--- config.mk ---
export PLATFORM = sky130hd
export DESIGN_NAME = int_status_unit
export DESIGN_NICKNAME = d
export VERILOG_FILES = /design/src/rtl/isu_pkg.sv /design/src/rtl/isu_status_bank.sv /design/src/rtl/isu_thresh_cmp.sv /design/src/rtl/isu_halt_fsm.sv /design/src/rtl/isu_irq_gen.sv /design/src/rtl/int_status_unit.sv
export SDC_FILE = /design/constraint.sdc
export NUM_CORES = 1
export LEC_CHECK = 0
export ABC_AREA = 0
export BUFFER_PORTS_ARGS = -buffer_cell sky130_fd_sc_hd__clkbuf_2
export CAP_MARGIN = 25
export CORE_UTILIZATION = 34
export CTS_CLUSTER_DIAMETER = 30
export CTS_CLUSTER_SIZE = 10
export DETAILED_ROUTE_END_ITERATION = 10
export PLACE_DENSITY = 0.8
export SLEW_MARGIN = 20
export SYNTH_ARGS = -nofsm -noshare
export SYNTH_HDL_FRONTEND = slang
export SYNTH_HIERARCHICAL = 1
export SYNTH_SLANG_ARGS = --single-unit
export TNS_END_PERCENT = 50
--- constraint.sdc ---
create_clock -name clk -period 2.48 [get_ports clk]
set_clock_uncertainty 0.15 [all_clocks]
set_input_delay 0.496 -clock clk [delete_from_list [all_inputs] [get_ports clk]]
set_output_delay 0.496 -clock clk [all_outputs]
set_load 0.03 [all_outputs]
--- src/rtl/isu_pkg.sv ---
package isu_pkg;
    localparam int NUM_SRC = 8;

    localparam int B_TX_EMPTY  = 0;
    localparam int B_TX_SENT   = 1;
    localparam int B_LINK_FAIL = 2;
    localparam int B_MEM_ERR   = 3;
    localparam int B_TX_ABORT  = 4;
    localparam int B_RX_THRESH = 5;
    localparam int B_RX_UNDER  = 6;
    localparam int B_RX_OVER   = 7;

    localparam logic [NUM_SRC-1:0] FATAL_MASK =
        (NUM_SRC'(1) << B_MEM_ERR) | (NUM_SRC'(1) << B_TX_ABORT) | (NUM_SRC'(1) << B_RX_OVER);

    typedef enum logic [0:0] {
        HS_RUN  = 1'b0,
        HS_HALT = 1'b1
    } halt_state_e;
endpackage

--- src/rtl/isu_status_bank.sv ---
module isu_status_bank #(
    parameter int N = 8
) (
    input  logic         clk,
    input  logic         rst_n,
    input  logic [N-1:0] set_i,
    input  logic [N-1:0] clr_i,
    output logic [N-1:0] q_o
);
    for (genvar i = 0; i < N; i++) begin : g_bit
        always_ff @(posedge clk or negedge rst_n) begin
            if (!rst_n) begin
                q_o[i] <= 1'b0;
            end else if (set_i[i]) begin
                q_o[i] <= 1'b1;
            end else if (clr_i[i]) begin
                q_o[i] <= 1'b0;
            end
        end
    end
endmodule

--- src/rtl/isu_thresh_cmp.sv ---
module isu_thresh_cmp #(
    parameter int W = 5
) (
    input  logic [W-1:0] count_i,
    input  logic [W-1:0] depth_i,
    output logic         hit_o
);
    always_comb begin
        hit_o = (count_i != depth_i);
    end
endmodule

--- src/rtl/isu_halt_fsm.sv ---
module isu_halt_fsm
    import isu_pkg::*;
(
    input  logic clk,
    input  logic rst_n,
    input  logic fatal_any_i,
    output logic halt_o
);
    halt_state_e state_q, state_d;

    always_ff @(posedge clk or negedge rst_n) begin
        if (!rst_n) begin
            state_q <= HS_RUN;
        end else begin
            state_q <= state_d;
        end
    end

    always_comb begin
        state_d = state_q;
        unique case (state_q)
            HS_RUN:  if (fatal_any_i)  state_d = HS_HALT;  // T_TRIP
            HS_HALT: if (!fatal_any_i) state_d = HS_RUN;   // T_RELEASE
            default: state_d = HS_RUN;
        endcase
    end

    always_comb begin
        unique case (state_q)
            HS_HALT: halt_o = 1'b1;
            default: halt_o = 1'b0;
        endcase
    end
endmodule

--- src/rtl/isu_irq_gen.sv ---
module isu_irq_gen #(
    parameter int N = 8
) (
    input  logic         clk,
    input  logic         rst_n,
    input  logic [N-1:0] pend_i,
    input  logic [N-1:0] en_i,
    output logic         irq_o
);
    always_ff @(posedge clk or negedge rst_n) begin
        if (!rst_n) begin
            irq_o <= 1'b0;
        end else begin
            irq_o <= |(pend_i & en_i);
        end
    end
endmodule

--- src/rtl/int_status_unit.sv ---
module int_status_unit
    import isu_pkg::*;
#(
    parameter int RXP_W   = 4,
    parameter int TXP_W   = 9,
    parameter int SEQ_W   = 5,
    parameter int DEPTH_W = 5
) (
    input  logic               clk,
    input  logic               rst_n,
    input  logic               wr_en,
    input  logic [7:0]         wr_mask,
    input  logic               ev_tx_empty,
    input  logic               ev_tx_sent,
    input  logic               ev_link_fail,
    input  logic               ev_mem_err,
    input  logic               ev_tx_abort,
    input  logic               ev_rx_underflow,
    input  logic               ev_rx_overflow,
    input  logic [DEPTH_W-1:0] rx_fifo_count,
    input  logic [DEPTH_W-1:0] rx_depth,
    input  logic [RXP_W-1:0]   rx_rptr,
    input  logic [TXP_W-1:0]   tx_rptr,
    input  logic [SEQ_W-1:0]   rx_seq,
    input  logic               tx_int_en,
    input  logic               rx_int_en,
    output logic [31:0]        rd_data,
    output logic               irq,
    output logic               dma_halt
);
    localparam int RXP_LSB = 8;
    localparam int TXP_LSB = 16;
    localparam int SEQ_LSB = TXP_LSB + TXP_W;

    logic               thresh_hit;
    logic [NUM_SRC-1:0] evt_vec;
    logic [NUM_SRC-1:0] clr_vec;
    logic [NUM_SRC-1:0] en_vec;
    logic [NUM_SRC-1:0] status_q;

    isu_thresh_cmp #(.W(DEPTH_W)) u_thresh (
        .count_i (rx_fifo_count),
        .depth_i (rx_depth),
        .hit_o   (thresh_hit)
    );

    always_comb begin
        evt_vec              = '0;
        evt_vec[B_TX_EMPTY]  = ev_tx_empty;
        evt_vec[B_TX_SENT]   = ev_tx_sent;
        evt_vec[B_LINK_FAIL] = ev_link_fail;
        evt_vec[B_MEM_ERR]   = ev_mem_err;
        evt_vec[B_TX_ABORT]  = ev_tx_abort;
        evt_vec[B_RX_THRESH] = thresh_hit;
        evt_vec[B_RX_UNDER]  = ev_rx_underflow;
        evt_vec[B_RX_OVER]   = ev_rx_overflow;
        clr_vec              = wr_en ? wr_mask : '0;
    end

    always_comb begin
        en_vec              = '1;
        en_vec[B_TX_EMPTY]  = tx_int_en;
        en_vec[B_TX_SENT]   = tx_int_en;
        en_vec[B_RX_THRESH] = rx_int_en;
    end

    isu_status_bank #(.N(NUM_SRC)) u_bank (
        .clk   (clk),
        .rst_n (rst_n),
        .set_i (evt_vec),
        .clr_i (clr_vec),
        .q_o   (status_q)
    );

    isu_halt_fsm u_fsm (
        .clk         (clk),
        .rst_n       (rst_n),
        .fatal_any_i (|(status_q & FATAL_MASK)),
        .halt_o      (dma_halt)
    );

    isu_irq_gen #(.N(NUM_SRC)) u_irq (
        .clk    (clk),
        .rst_n  (rst_n),
        .pend_i (status_q),
        .en_i   (en_vec),
        .irq_o  (irq)
    );

    always_comb begin
        rd_data                       = '0;
        rd_data[NUM_SRC-1:0]          = status_q;
        rd_data[RXP_LSB +: RXP_W]     = rx_rptr;
        rd_data[TXP_LSB +: TXP_W]     = tx_rptr;
        rd_data[SEQ_LSB +: SEQ_W]     = rx_seq;
    end
endmodule

==> impl_metrics.json, run 1 <==
{
  "synth.distinct_cells": 13,
  "status": "complete, no violations",
  "drive_above_1_share_pct": 42.16,
  "start_util_pct": 37.82,
  "dpl.hpwl_um": 1065,
  "crit_arrival_ns": 0.88,
  "internal_power_mw": 0.2987,
  "numCtsBuffers": 3,
  "register_area_sq_um": 250.2,
  "final_cell_mix": "39 x clkbuf_2, 11 x conb_1, 10 x dfrtp_1",
  "worstSetupPathType": "flip-flop to output pin",
  "grt-ovfl-total": 0,
  "via_count": 512,
  "holdCritStartpoint": "ev_tx_empty",
  "dr.pass1.iters": 3,
  "avgSynthCellArea_sq_um": 9.238,
  "clock.fmax_mhz": 655.9,
  "worstReg2RegStart": "u_bank/q_o[4]",
  "placed_cells": 122,
  "gp_routability_congestion": 0.6498,
  "design_power_total_mw": 0.4103,
  "fillerInstances": 188,
  "yosysWarnings": 6,
  "htreeDepth": 1,
  "critPathTopFamily": "flip-flops",
  "cts_sinks": 10,
  "crit_chain": "clkbuf_2",
  "p_switching_mw": 0.1116,
  "io_buffer_count": 39,
  "final_nets": 151,
  "pwr-share-comb_pct": 22.4,
  "die_h_um": 46.54,
  "wirelength_um": 1198,
  "maxSlewViolCount": 0,
  "hold_class": "primary input to flip-flop",
  "antenna_found_initial": 0,
  "grt_pass1_wl_um": 1849,
  "drc_errors": 0,
  "antenna_left": 0,
  "clkPwrFrac_pct": 34.2,
  "setup_viol": 0,
  "cp_slowest_cell": "dfrtp_1",
  "grt_util_all_layers_pct": 12.48,
  "cts_setup_buffers": 0,
  "hold_violations": 0,
  "fin_util_pct": 44.91,
  "critPathBufInv": 1,
  "wl_per_cell_um": 9.433,
  "area_growth_pct": 18.74,
  "netlist_instances": 73,
  "io_pins": 82,
  "cts_buffer_depth": 2,
  "core_area_sq_um": 1783,
  "clockRootBuffer": "clkbuf_4",
  "drt_iter0_drc": 5,
  "maxCapViolations": 0,
  "startpoint": "u_bank/q_o[4]",
  "ys_seq_elements": 10,
  "num_rows": 15,
  "swShare_pct": 27.21,
  "mostFrequentLayoutCell": "clkbuf_2",
  "via_per_inst": 4.031,
  "fin_crit_sh_pct": 61.48,
  "ys_seq_area_share_pct": 37.11,
  "cts_tree": "done",
  "r2r_setup_slack_ns": 1.43,
  "syn-cell-area_sq_um": 674.4,
  "period_minus_slack_ns": 1.525,
  "finalSetupTns_ns": 0,
  "cp_max_fo": 4,
  "start_kind": "flip-flop",
  "fin_cells": 127,
  "multi_input_area_sq_um": 247.7,
  "clock_latency_ns": 0.26,
  "die_w_um": 46.54,
  "cpPeakStageDelay_ns": 0.40,
  "antenna_cells": 0,
  "grt_max_degree": 11,
  "cp_data_required_time_ns": 1.83,
  "clk_pin_slew_ns": 0.06,
  "power_density_nw_per_um2": 512.4,
  "cp-end-kind": "output pin",
  "ir_drop_mv": 0.2870,
  "die-area_sq_um": 2166,
  "p_leak_nw": 0.4208,
  "power_frac_seq_pct": 43.3,
  "rsz0062_at_grt": "no",
  "grt_pass1_vias": 463
}
## metrics by stage
| stage | cell area [sq um] | hold slack [ns] | worst slack, ns |
|---|---|---|---|
| final | 800.8 | 0.2648 | 0.9553 |
| after global routing | 800.8 | 0.2522 | 0.8904 |
| after CTS | 800.8 | 0.2552 | 0.9304 |
| after detailed placement | 754.5 | 0.2236 | 1.038 |
| after global placement | 754.5 | 0.2239 | 1.078 |
| after floorplan | 708.2 | 0.05041 | 1.191 |
## cells in the mapped netlist
cell | count | area, sq um
buf_4 | 24 | 180.2
dfrtp_1 | 10 | 250.2
a21o_1 | 8 | 60.06
and2_1 | 8 | 50.05
inv_1 | 8 | 30.03
a22oi_1 | 4 | 30.03
xor2_1 | 3 | 26.28
conb_1 | 2 | 7.510
xnor2_1 | 2 | 17.52
nand3_1 | 1 | 5.000
nand4_1 | 1 | 6.260
nor3_1 | 1 | 5.000
or3_1 | 1 | 6.260
## cells by family after synthesis
group,share of synthesized area [%]
buffers and inverters,31.17
AND/OR/NAND/NOR,10.76
other,1.114
AO/OA/AOI/OAI,13.36
XOR/XNOR,6.495
flip-flops,37.11
## what timing repair did
item,in CTS,in global routing
gates resized for setup,0,0
hold endpoints to repair,10,0
hold buffers,1,0
## sequential cells by signal, indices dropped and copies added, names as in the netlist
name           flops
u_irq/irq_o        1
u_fsm/state_q      1
u_bank/q_o         8
## path summary, 6_finish.rpt
path,end,cells past startpoint
setup / recovery,rd_data[4],1
hold / removal,u_bank/q_o[0],2
setup reg to reg,u_fsm/state_q,1
hold reg to reg,u_bank/q_o[0],1
max in group asynchronous,u_bank/q_o[5],2
min in group asynchronous,u_fsm/state_q,2
## cell type report
type                    instances  area share [%]
flip-flops and latches         10           31.25
repair buffers                 40           25.63
inverters                       8           3.750
well taps                      25           3.906
clock buffers                   4           4.531
multi-input cells              40           30.94
## layer usage
| metal | global-route usage, % | vias up | wire length [um] |
|---|---|---|---|
| li1 | - | 256 | - |
| met1 | 12.32 | 223 | 453 |
| met2 | 22.50 | 27 | 621 |
| met3 | 6.667 | 6 | 97 |
| met4 | 2.941 | 0 | 25 |
| met5 | 0 | - | 0 |
## power groups by stage
stage	logic, mW	registers (mW)	clock network [mW]
finish	0.0920	0.178	0.140
global route	0.101	0.179	0.156
CTS	0.0934	0.178	0.148
detailed placement	0.0921	0.181	0
global placement	0.0897	0.181	0
floorplan	0.0976	0.196	0
(Power assumes the default switching activity.)
==> run 2: changes to the inputs <==
--- a/config.mk
+++ b/config.mk
@@ -8,11 +8,11 @@
 export ABC_AREA = 0
 export BUFFER_PORTS_ARGS = -buffer_cell sky130_fd_sc_hd__clkbuf_2
 export CAP_MARGIN = 25
-export CORE_UTILIZATION = 34
+export CORE_UTILIZATION = 32
 export CTS_CLUSTER_DIAMETER = 30
 export CTS_CLUSTER_SIZE = 10
 export DETAILED_ROUTE_END_ITERATION = 10
-export PLACE_DENSITY = 0.8
+export PLACE_DENSITY = 0.76
 export SLEW_MARGIN = 20
 export SYNTH_ARGS = -nofsm -noshare
 export SYNTH_HDL_FRONTEND = slang
==> constraint.sdc (replaced) <==
create_clock -name clk -period 1.45 [get_ports clk]
set_clock_uncertainty 0.15 [all_clocks]
set_input_delay 0.29 -clock clk [delete_from_list [all_inputs] [get_ports clk]]
set_output_delay 0.29 -clock clk [all_outputs]
set_load 0.03 [all_outputs]
==> run 2 against run 1 <==
Global-route usage shrank 0.32 points; combinational power grew 70%; largest power group unchanged; critical path type unchanged; highest routed layer unchanged; setup slack lost 0.83 ns; critical endpoint is now rd_data[7]; utilization shrank 4.7 points; sequential power grew 71%; register-to-register slack lost 1.0 ns; largest cell class unchanged.
==> impl_metrics.json, run 2 (same netlist as run 1, synthesis figures left out) <==
{
  "fin_cells": 128,
  "antenna_cells": 0,
  "crit_chain": "clkbuf_2",
  "hold_buffers": 1,
  "grt_max_degree": 11,
  "rsz0062_at_grt": "no",
  "drive_above_1_share_pct": 41.58,
  "period_minus_slack_ns": 1.322,
  "maxSlewViolCount": 0,
  "mostFrequentLayoutCell": "clkbuf_2",
  "num_rows": 16,
  "crit_arrival_ns": 0.88,
  "io_pins": 82,
  "placed_cells": 124,
  "internal_power_mw": 0.4539,
  "maxCapViolations": 0,
  "worstSetupPathType": "flip-flop to output pin",
  "power_frac_seq_pct": 47.8,
  "fin_crit_sh_pct": 91.19,
  "cts_setup_buffers": 0,
  "clk_pin_slew_ns": 0.06,
  "grt_util_all_layers_pct": 12.16,
  "start_kind": "flip-flop",
  "critPathBufInv": 1,
  "whs_path_depth": 2,
  "fillerInstances": 219,
  "cpPeakStageDelay_ns": 0.40,
  "hold_slack_ns": 0.05659,
  "via_count": 530,
  "area_growth_pct": 17.07,
  "cp-end-kind": "output pin",
  "p_switching_mw": 0.1838,
  "worstReg2RegStart": "u_bank/q_o[4]",
  "die_h_um": 47.91,
  "cts_sinks": 10,
  "clkPwrFrac_pct": 27.6,
  "hold_end": "u_bank/q_o[3]",
  "register_area_sq_um": 250.2,
  "cts_tree": "done",
  "ir_drop_mv": 0.6008,
  "cp_data_required_time_ns": 1.01,
  "multi_input_area_sq_um": 247.7,
  "swShare_pct": 28.82,
  "drt_iter0_drc": 0,
  "grt_pass1_wl_um": 1890,
  "wirelength_um": 1223,
  "regMostFlops": "u_bank/q_o",
  "wl_per_cell_um": 9.555,
  "die_w_um": 47.91,
  "clockRootBuffer": "clkbuf_4",
  "gp_routability_congestion": 0.6702,
  "core_area_sq_um": 1962,
  "critPathTopFamily": "flip-flops",
  "drc_errors": 0,
  "cts_resized": 0,
  "reg2reg_depth": 1,
  "holdCritStartpoint": "ev_mem_err",
  "cts_buffer_depth": 2,
  "top_regs": "u_bank/q_o: 8 flops, u_fsm/state_q: 1 flops, u_irq/irq_o: 1 flops",
  "start_util_pct": 34.38,
  "final_nets": 151,
  "clock_latency_ns": 0.26,
  "pwr-share-comb_pct": 24.5,
  "p_leak_nw": 0.4136,
  "numCtsBuffers": 3,
  "grt-ovfl-total": 0,
  "final_cell_mix": "39 x clkbuf_2, 11 x conb_1, 10 x dfrtp_1",
  "cp_max_fo": 4,
  "via_per_inst": 4.141,
  "dr.pass1.iters": 1,
  "htreeDepth": 1,
  "setup_viol": 0,
  "hold_class": "primary input to flip-flop",
  "cp_slowest_cell": "dfrtp_1",
  "grt_pass1_vias": 502,
  "timing.rr.end": "u_fsm/state_q",
  "hold_violations": 0,
  "largest_reg_flops": 8,
  "r2r_setup_slack_ns": 0.39,
  "status": "complete, no violations",
  "antenna_left": 0,
  "dpl.hpwl_um": 1067,
  "finalSetupTns_ns": 0,
  "antenna_found_initial": 0,
  "clock.fmax_mhz": 756.3,
  "io_buffer_count": 39,
  "power_density_nw_per_um2": 807.7,
  "die-area_sq_um": 2295
}
[run 2: how the worst max path moves through the flow]
stage | start | end | slack (ns) | cells past startpoint
floorplan | u_bank/q_o[4] | u_fsm/state_q | 0.30 | 1
global placement | rx_depth[0] | u_bank/q_o[5] | 0.26 | 5
detailed placement | rx_depth[0] | u_bank/q_o[5] | 0.23 | 5
CTS | u_bank/q_o[7] | rd_data[7] | 0.12 | 1
global route | u_bank/q_o[4] | rd_data[4] | 0.07 | 1
finish | u_bank/q_o[7] | rd_data[7] | 0.13 | 1
[run 2: through the flow]
step                total power, mW  area (sq um)  worst slack, ns  util [%]
CTS                          0.6539         789.5           0.1162     40.24
global placement             0.4619         757.0           0.2624     38.58
floorplan                    0.5029         708.2           0.2962         -
global route                 0.6834         789.5          0.07293     40.24
finish                       0.6377         789.5           0.1277     40.24
detailed placement           0.4676         757.0           0.2278     38.58
[run 2: routing by layer]
layer  share of wire, %  routed length, um  global-route usage [%]  up-vias
met2                 54                655                   24.05       33
met3                 11                130                   6.038        6
met5                  0                  0                       0        -
met1                 35                423                   11.01      237
li1                   -                  -                       -      254
met4                1.1                 14                   2.222        0
[run 2: power groups by stage]
| stage | clock network (mW) | registers, mW | logic (mW) |
|---|---|---|---|
| floorplan | 0 | 0.336 | 0.167 |
| global placement | 0 | 0.309 | 0.152 |
| detailed placement | 0 | 0.311 | 0.157 |
| CTS | 0.189 | 0.306 | 0.159 |
| global route | 0.201 | 0.308 | 0.175 |
| finish | 0.176 | 0.305 | 0.156 |
[run 2: layout make-up]
cell class	instances	share of cell area, %
clock buffers	3	2.853
flip-flops and latches	10	31.70
well taps	27	4.279
repair buffers	40	25.99
inverters	8	3.803
multi-input cells	40	31.38
==> run 3: changes to the inputs <==
--- a/config.mk
+++ b/config.mk
@@ -12,8 +12,8 @@
 export CTS_CLUSTER_DIAMETER = 30
 export CTS_CLUSTER_SIZE = 10
 export DETAILED_ROUTE_END_ITERATION = 10
-export PLACE_DENSITY = 0.76
-export SLEW_MARGIN = 20
+export PLACE_DENSITY = 0.84
+export SLEW_MARGIN = 5
 export SYNTH_ARGS = -nofsm -noshare
 export SYNTH_HDL_FRONTEND = slang
 export SYNTH_HIERARCHICAL = 1
==> run 3 against run 2 <==
Clock power grew 2%; sequential power is essentially flat; critical path depth is the same; worst hold slack lost 0.0029 ns; final cell count is the same; power grew 0.66%; setup slack gained 0.018 ns; design area is the same; sequential share of layout area is the same; fmax grew 1.4%; register-to-register slack is essentially flat.
==> impl_metrics.json, run 3 (same netlist as run 1, synthesis figures left out) <==
{
  "status": "complete, no violations",
  "timing.final.ws_setup_ns": 0.1459,
  "cts_sinks": 10,
  "dr.pass1.iters": 2,
  "largest_reg_flops": 8,
  "antenna_left": 0,
  "hold_buffers": 1,
  "grt_pass1_vias": 471,
  "hold_class": "primary input to flip-flop",
  "clock.fmax_mhz": 766.8,
  "via_count": 534,
  "multi_input_area_sq_um": 247.7,
  "via_per_inst": 4.172,
  "cts_buffer_depth": 2,
  "cp-end-kind": "output pin",
  "cts_tree": "done",
  "antenna_cells": 0,
  "crit_chain": "clkbuf_2",
  "io_pins": 82,
  "drt_iter0_drc": 2,
  "htreeDepth": 1,
  "place_ws_ns": 0.2103,
  "worstSetupPathType": "flip-flop to output pin",
  "top_regs": "u_bank/q_o: 8 flops, u_fsm/state_q: 1 flops, u_irq/irq_o: 1 flops",
  "wirelength_um": 1251,
  "die_h_um": 47.91,
  "period_minus_slack_ns": 1.304,
  "setup_viol": 0,
  "clock_latency_ns": 0.26,
  "grt_max_degree": 11,
  "core_area_sq_um": 1962,
  "holdCritStartpoint": "ev_tx_sent",
  "area_growth_pct": 17.07,
  "critPathBufInv": 1,
  "maxSlewViolCount": 0,
  "whs_path_depth": 2,
  "final_cell_mix": "39 x clkbuf_2, 11 x conb_1, 10 x dfrtp_1",
  "regMostFlops": "u_bank/q_o",
  "grt-ovfl-total": 0,
  "p_leak_nw": 0.4136,
  "power_density_nw_per_um2": 813.0,
  "crit_arrival_ns": 0.86,
  "cts_setup_buffers": 0,
  "clockRootBuffer": "clkbuf_4",
  "fin_util_pct": 40.24,
  "clk_pin_slew_ns": 0.06,
  "antenna_found_initial": 0,
  "rsz0062_at_grt": "no",
  "ir_drop_mv": 0.4214,
  "cts_resized": 0,
  "io_buffer_count": 39,
  "drive_above_1_share_pct": 41.58,
  "cp_slowest_cell": "dfrtp_1",
  "hold_violations": 0,
  "dpl.hpwl_um": 1084,
  "fin_crit_sh_pct": 89.94,
  "die_w_um": 47.91,
  "timing.rr.end": "u_fsm/state_q",
  "critPathTopFamily": "flip-flops",
  "final_nets": 151,
  "grt_util_all_layers_pct": 12.01,
  "gp_routability_congestion": 0.6841,
  "mostFrequentLayoutCell": "clkbuf_2",
  "die-area_sq_um": 2295,
  "r2r_setup_slack_ns": 0.38,
  "maxCapViolations": 0,
  "hold_end": "u_bank/q_o[1]",
  "fillerInstances": 235,
  "cp_data_required_time_ns": 1.01,
  "reg2reg_depth": 1,
  "hold_slack_ns": 0.05369,
  "num_rows": 16,
  "register_area_sq_um": 250.2,
  "grt_pass1_wl_um": 1849,
  "cpPeakStageDelay_ns": 0.39,
  "cp_max_fo": 4,
  "numCtsBuffers": 3,
  "start_util_pct": 34.38,
  "wl_per_cell_um": 9.773,
  "drc_errors": 0,
  "finalSetupTns_ns": 0,
  "worstReg2RegStart": "u_bank/q_o[4]",
  "start_kind": "flip-flop"
}
==> run 3: cell counts in the layout (fill, tap and decap cells not counted) <==
No cell type changed its count.
==> run 3: report_power, final <==
part | total, mW | internal [mW] | switching (mW)
logic | 0.158 | 0.0658 | 0.0917
registers | 0.305 | 0.293 | 0.0118
clock network | 0.180 | 0.0953 | 0.0843
==> run 3: how the worst max path moves through the flow <==
stage | startpoint | end | slack [ns] | cells past startpoint
2_1_floorplan | u_bank/q_o[4] | u_fsm/state_q | 0.30 | 1
3_3_place_gp | rx_depth[0] | u_bank/q_o[5] | 0.26 | 5
3_5_place_dp | rx_depth[4] | u_bank/q_o[5] | 0.21 | 5
4_1_cts | u_bank/q_o[4] | rd_data[4] | 0.12 | 1
5_1_grt | u_bank/q_o[4] | rd_data[4] | 0.08 | 1
6_report | u_bank/q_o[4] | rd_data[4] | 0.15 | 1
==> run 3: per-layer routing <==
layer  vias up  track usage, %  part of all wire [%]
li1        252               -                     -
met1       252           11.01                    33
met2        24           20.81                    54
met3         6           7.170                    11
met4         0           6.111                   1.8
met5         -               0                     0
==> run 3: per-stage QoR <==
step	power, mW	instances	area (sq um)
2_1_floorplan	0.5029	82	708.2
3_5_place_dp	0.4676	124	757.0
4_1_cts	0.6560	128	789.5
6_report	0.6419	128	789.5
3_3_place_gp	0.4624	124	757.0
5_1_grt	0.6875	128	789.5
==> run 3: area by class of cell <==
type / count / share of cell area, %
inverters: 8 / 3.803
multi-input cells: 40 / 31.38
clock buffers: 3 / 2.853
repair buffers: 40 / 25.99
flip-flops and latches: 10 / 31.70
well taps: 27 / 4.279
